===== src/rtl/cap_pkg.sv =====
package cap_pkg;
    typedef enum logic [1:0] {
        EDGE_NONE = 2'b00,
        EDGE_RISE = 2'b01,
        EDGE_FALL = 2'b10,
        EDGE_BOTH = 2'b11
    } edge_sel_e;

    typedef enum logic {
        FLT_LOW  = 1'b0,
        FLT_HIGH = 1'b1
    } flt_state_e;

    typedef enum logic {
        EDG_LOW  = 1'b0,
        EDG_HIGH = 1'b1
    } edg_state_e;
endpackage


===== src/rtl/cap_sync.sv =====
module cap_sync #(
    parameter int STAGES = 2
) (
    input  logic clk,
    input  logic rst,
    input  logic d_in,
    output logic d_out
);
    logic [STAGES-1:0] chain_q;

    always_ff @(posedge clk) begin
        if (rst) chain_q <= '0;
        else     chain_q <= {chain_q[STAGES-2:0], d_in};
    end

    assign d_out = chain_q[STAGES-1];
endmodule


===== src/rtl/cap_filter.sv =====
module cap_filter
    import cap_pkg::*;
#(
    parameter int DEPTH  = 4,
    parameter int ON_TH  = 3,
    parameter int OFF_TH = 3
) (
    input  logic clk,
    input  logic rst,
    input  logic enable,
    input  logic strobe,
    input  logic din,
    output logic level
);
    localparam int CW = $clog2(DEPTH + 1);

    logic [DEPTH-1:0] hist_q, hist_nxt;
    logic [CW-1:0]    ones;
    flt_state_e       st_q, st_nxt;

    always_comb begin
        hist_nxt = {hist_q[DEPTH-2:0], din};
        ones     = CW'($countones(hist_nxt));
        st_nxt   = st_q;
        unique case (st_q)
            FLT_LOW:  if (ones >= CW'(ON_TH))           st_nxt = FLT_HIGH;
            FLT_HIGH: if ((CW'(DEPTH) - ones) >= CW'(OFF_TH)) st_nxt = FLT_LOW;
            default:  st_nxt = FLT_LOW;
        endcase
    end

    always_ff @(posedge clk) begin
        if (rst || !enable) begin
            hist_q <= '0;
            st_q   <= FLT_LOW;
        end else if (strobe) begin
            hist_q <= hist_nxt;
            st_q   <= st_nxt;
        end
    end

    always_comb begin
        level = (st_q == FLT_HIGH);
    end
endmodule


===== src/rtl/cap_counter.sv =====
module cap_counter #(
    parameter int W = 16
) (
    input  logic         clk,
    input  logic         rst,
    input  logic         run,
    output logic [W-1:0] count
);
    always_ff @(posedge clk) begin
        if (rst)      count <= '0;
        else if (run) count <= count + W'(1);
    end
endmodule


===== src/rtl/cap_edge.sv =====
module cap_edge
    import cap_pkg::*;
#(
    parameter int W = 16
) (
    input  logic         clk,
    input  logic         rst,
    input  logic         lvl_raw,
    input  logic         lvl_flt,
    input  logic         use_flt,
    input  logic [1:0]   sel,
    input  logic [W-1:0] count,
    output logic [W-1:0] cap_val,
    output logic         cap_irq
);
    edg_state_e st_q, st_nxt;
    logic       use_q;
    logic       lvl;
    logic       src_chg;
    logic       hit;
    edge_sel_e  mode;

    always_comb begin
        mode    = edge_sel_e'(sel);
        lvl     = use_flt ? lvl_flt : lvl_raw;
        src_chg = (use_flt != use_q);
        st_nxt  = lvl ? EDG_HIGH : EDG_LOW;
        hit     = 1'b0;
        unique case (st_q)
            EDG_LOW:  hit = lvl  && (mode == EDGE_RISE || mode == EDGE_BOTH);
            EDG_HIGH: hit = !lvl && (mode == EDGE_FALL || mode == EDGE_BOTH);
            default:  hit = 1'b0;
        endcase
        if (src_chg) hit = 1'b0;
    end

    always_ff @(posedge clk) begin
        if (rst) begin
            st_q  <= EDG_LOW;
            use_q <= 1'b0;
        end else begin
            st_q  <= st_nxt;
            use_q <= use_flt;
        end
    end

    always_ff @(posedge clk) begin
        if (rst) begin
            cap_val <= '0;
            cap_irq <= 1'b0;
        end else begin
            cap_irq <= hit;
            if (hit) cap_val <= count;
        end
    end
endmodule


===== src/rtl/noise_capture_unit.sv =====
module noise_capture_unit #(
    parameter int CNT_W     = 16,
    parameter int SYNC_LEN  = 2,
    parameter int FLT_DEPTH = 4,
    parameter int FLT_VOTE  = 3
) (
    input  logic             clk,
    input  logic             rst,
    input  logic             pin_in,
    input  logic             samp_stb,
    input  logic             flt_en,
    input  logic [1:0]       edge_sel,
    input  logic             cnt_run,
    output logic [CNT_W-1:0] cap_val,
    output logic [CNT_W-1:0] cnt_val,
    output logic             cap_irq
);
    logic pin_sync;
    logic filt_lvl;

    cap_sync #(.STAGES(SYNC_LEN)) u_sync (
        .clk   (clk),
        .rst   (rst),
        .d_in  (pin_in),
        .d_out (pin_sync)
    );

    cap_filter #(
        .DEPTH  (FLT_DEPTH),
        .ON_TH  (FLT_VOTE),
        .OFF_TH (FLT_VOTE)
    ) u_filt (
        .clk    (clk),
        .rst    (rst),
        .enable (flt_en),
        .strobe (samp_stb),
        .din    (pin_sync),
        .level  (filt_lvl)
    );

    cap_counter #(.W(CNT_W)) u_cnt (
        .clk   (clk),
        .rst   (rst),
        .run   (cnt_run),
        .count (cnt_val)
    );

    cap_edge #(.W(CNT_W)) u_edge (
        .clk     (clk),
        .rst     (rst),
        .lvl_raw (pin_sync),
        .lvl_flt (filt_lvl),
        .use_flt (flt_en),
        .sel     (edge_sel),
        .count   (cnt_val),
        .cap_val (cap_val),
        .cap_irq (cap_irq)
    );
endmodule


===== config.mk =====
export PLATFORM = sky130hd
export DESIGN_NAME = noise_capture_unit
export DESIGN_NICKNAME = d
export VERILOG_FILES = /design/src/rtl/cap_pkg.sv /design/src/rtl/cap_sync.sv /design/src/rtl/cap_filter.sv /design/src/rtl/cap_counter.sv /design/src/rtl/cap_edge.sv /design/src/rtl/noise_capture_unit.sv
export SDC_FILE = /design/constraint.sdc
export NUM_CORES = 1
export LEC_CHECK = 0
export BUFFER_PORTS_ARGS = -buffer_cell sky130_fd_sc_hd__buf_2
export CAP_MARGIN = 20
export CORE_MARGIN = 2
export CORE_UTILIZATION = 40
export CTS_CLUSTER_DIAMETER = 50
export DETAILED_ROUTE_END_ITERATION = 12
export PLACE_DENSITY_LB_ADDON = 0.12
export SYNTH_ARGS = -nofsm -noshare
export SYNTH_HDL_FRONTEND = slang
export SYNTH_SLANG_ARGS = --single-unit

===== constraint.sdc =====
create_clock -name clk -period 4.1 [get_ports clk]
set_input_delay 0.205 -clock clk [delete_from_list [all_inputs] [get_ports clk]]
set_output_delay 0.205 -clock clk [all_outputs]
set_load 0.02 [all_outputs]

==> key figures <==
Outcome
  – Status: complete, no violations

Synth
  – Post-synthesis cell count: 193
  – Syn Std Cell Area: 0.001745 mm^2
  – FF+latch count, synth: 41
  – Count of cell types in the netlist: 33
  – Seq/Total Area, Yosys: 47.03%
  – Yosys Warn Count: 0
  – Synth Area per Inst: 9.044 um^2
  – Syn_nets: 208

Global routing
  – Initial antenna violation count: 0
  – Met2 GRT Util: 25.40%
  – GRT met3 Usage: 3.896%
  – Pin count of the biggest net entering global routing: 39
  – GRT Max-Usage Layer: met2
  – Number of global-route vias before repair: 1395
  – Overall Global Routing Usage: 15.91%
  – Global Route met1 Usage: 21.20%
  – Total gr overflow: 0
  – First-pass GRT wire length: 6.327 mm

Critical path
  – Worst r2r path cells: 9
  – CP Class: reg2reg
  – Crit. End Element: register
  – Worst R2R Setup Slack: 1.85 ns
  – Crit path launch type: register
  – Critical path fanouts, max: 4
  – Worst EP required: 4.27 ns
  – Critical path arrival: 2.42 ns

Clock network
  – Postcts setup bufs: 0
  – CTS buffer count: 5
  – Clk pin slew, worst setup/hold paths: 0.07 ns
  – H-tree depth: 2
  – TritonCTS clock tree: yes
  – Gates resized, CTS repair: 0
  – Clock latency at the later pin of the worst-skew pair: 0.28 ns
  – CTS Hold Bufs: 0
  – Clk buf depth: 2
  – Clock sinks: 41
  – CTS Root Buffer Type: clkbuf_8

Timing
  – Unrepaired setup endpoints after global routing: false
  – Slew @ Worst Pin: 1.006 ns
  – Slew margin rel.: 32.69%
  – Final clock skew: 0.004013 ns
  – Fmax: 0.4445 GHz
  – Final Critical Period: 2.250 ns
  – Slew Limit Fails: 0
  – Fin. Hold Viols: 0
  – Fin crit share: 54.87%
  – Final setup TNS: 0 ns
  – Final number of setup-violating endpoints: 0

Layout
  – Finished layout cell area: 0.002054 mm^2
  – NumNets Final: 245
  – Finished Core Util: 48.18%
  – # diodes: 0
  – FILL cells: 424
  – Share of layout cells above drive strength 1: 22.17%
  – Non-Filler Instances: 282
  – P&R area growth vs syn: 17.71%

Pwr
  – Cell Pwr Density: 346.8 mW/mm^2
  – Max VDD drop: 203.8 uV
  – Tot Pwr: 712.4 uW
  – Leakage: 0.8664 nW

Floorplan
  – Starting density of the core: 40.93%
  – Die ar.: 0.004908 mm^2
  – Die width: 70.06 um
  – Die height: 70.06 um
  – Core area: 0.004264 mm^2
  – Ports: 41
  – # rows: 24

Placed design
  – Placed cell area: 0.001961 mm^2
  – Gpl congestion: 0.7319
  – Buffers added on ports: 40
  – Cell count after placement: 274
  – DP Wirelength: 2.644 mm

Drt
  – Final WL: 3.767 mm
  – Drt drc: 0
  – Routed WL per cell: 13.36 um
  – Antenna Nets Post-Route: 0
  – Initial drt markers: 54
  – 1st-pass router iterations: 4
  – DR vias: 1473
  – Vias per cell: 5.223

Worst hold path
  – Tightest Hold Check Type: in2reg
  – Worst hold path depth: 2

Flow run
  – Max-cap violations: 0
## synthesized netlist by cell type
master	instances	share of area (%)
nor2_1	17	3.7
a31oi_1	1	0.36
nor3_1	2	0.57
o211ai_1	1	0.43
nor4_1	2	0.72
dfxtp_1	41	47
mux2i_1	5	2.9
o21ai_0	19	5.4
mux2_2	2	1.3
nand4_1	4	1.4
ha_1	6	4.3
o21bai_1	1	0.43
buf_4	1	0.43
o31ai_1	1	0.43
inv_1	2	0.43
a21oi_1	20	5.7
nor2b_1	3	1.1
fa_1	1	1.1
or3_1	4	1.4
nor3b_1	1	0.43
or4_1	1	0.43
nand2b_1	2	0.72
buf_2	3	0.86
and4_1	1	0.50
clkbuf_2	1	0.29
xor2_1	7	3.5
xnor2_1	5	2.5
mux2i_2	2	1.6
nand2_1	6	1.3
clkbuf_1	5	1.1
nand3_1	22	6.3
buf_1	1	0.21
and3_1	3	1.1
## kinds of logic (layout without fill, tap and decap cells)
| group | count (synthesis) | count (layout) | share of synthesized area [%] |
|---|---|---|---|
| xor gates and xnor gates | 12 | 12 | 6.021 |
| AOI/OAI and AO/OA | 43 | 43 | 12.83 |
| buffers and inverters | 13 | 50 | 3.297 |
| adders and majority gates | 7 | 7 | 5.448 |
| and+or+nand+nor | 68 | 68 | 19.64 |
| DFF | 41 | 41 | 47.03 |
| muxes | 9 | 9 | 5.735 |
## where the power goes
part | internal (mW) | switching [mW]
Clock | 0.134 | 0.130
Sequential | 0.402 | 0.00371
Combinational | 0.0139 | 0.0292
Total | 0.549 | 0.163
## sequential cells by signal, indices dropped and copies added, names as in the netlist
signal          flops
u_cnt.count        16
u_edge.cap_irq      1
u_edge.cap_val     16
u_edge.st_q         1
u_edge.use_q        1
u_filt.hist_q       3
u_filt.level        1
u_sync.chain_q      2
## stage by stage
step	hold slack, ns	setup WS, ns
6_report	0.1285	1.850
3_5_place_dp	0.4220	1.858
2_1_floorplan	0.3332	1.959
3_3_place_gp	0.4200	1.902
5_1_grt	0.1329	1.705
4_1_cts	0.1268	1.839
## worst paths after layout
| path | startpoint | end |
|---|---|---|
| setup / recovery | u_filt.hist_q[1]$_SDFFE_PP0P_ | u_filt.level$_SDFFE_PP0P_ |
| hold / removal | pin_in | u_sync.chain_q[0]$_SDFF_PP0_ |
| setup reg to reg | u_filt.hist_q[1]$_SDFFE_PP0P_ | u_filt.level$_SDFFE_PP0P_ |
| hold reg to reg | u_sync.chain_q[0]$_SDFF_PP0_ | u_sync.chain_q[1]$_SDFF_PP0_ |
## routing by layer
metal | routed length, um | up-vias
met5 | 0 | -
met4 | 40 | 0
met3 | 148 | 4
met2 | 1741 | 26
li1 | - | 755
met1 | 1837 | 688
## layout make-up
type	count	area, um^2	share of cell area, %
sequential	41	820.8	39.95
timing repair buffer	41	207.7	10.11
inverter	2	7.507	0.3654
tap	52	65.06	3.167
multi-input combinational	139	867.1	42.20
clock buffer	7	86.33	4.202
## placed cells by master (no fill, tap or decap), drive strengths merged
cell and count:
dfxtp 41, buf 41, nand3 22, a21oi 20
o21ai 19, nor2 17, xor2 7, clkbuf 7
mux2i 7, nand2 6, ha 6, xnor2 5
or3 4, nand4 4, and3 3, nor2b 3
inv 2, nand2b 2, mux2 2, nor3 2
nor4 2, and4 1, nor3b 1, o21bai 1
o211ai 1, a31oi 1, o31ai 1, or4 1
fa 1
## critical path, cell delays in order (launching register included)
cell      delay (ns)
dfxtp_1         0.33
ha_1            0.29
ha_1            0.21
fa_1            0.54
inv_1           0.06
ha_1            0.28
mux2i_1         0.13
nor2_1          0.06
o21bai_1        0.14
a31oi_1         0.09
Power figures use the tool's default switching activity.
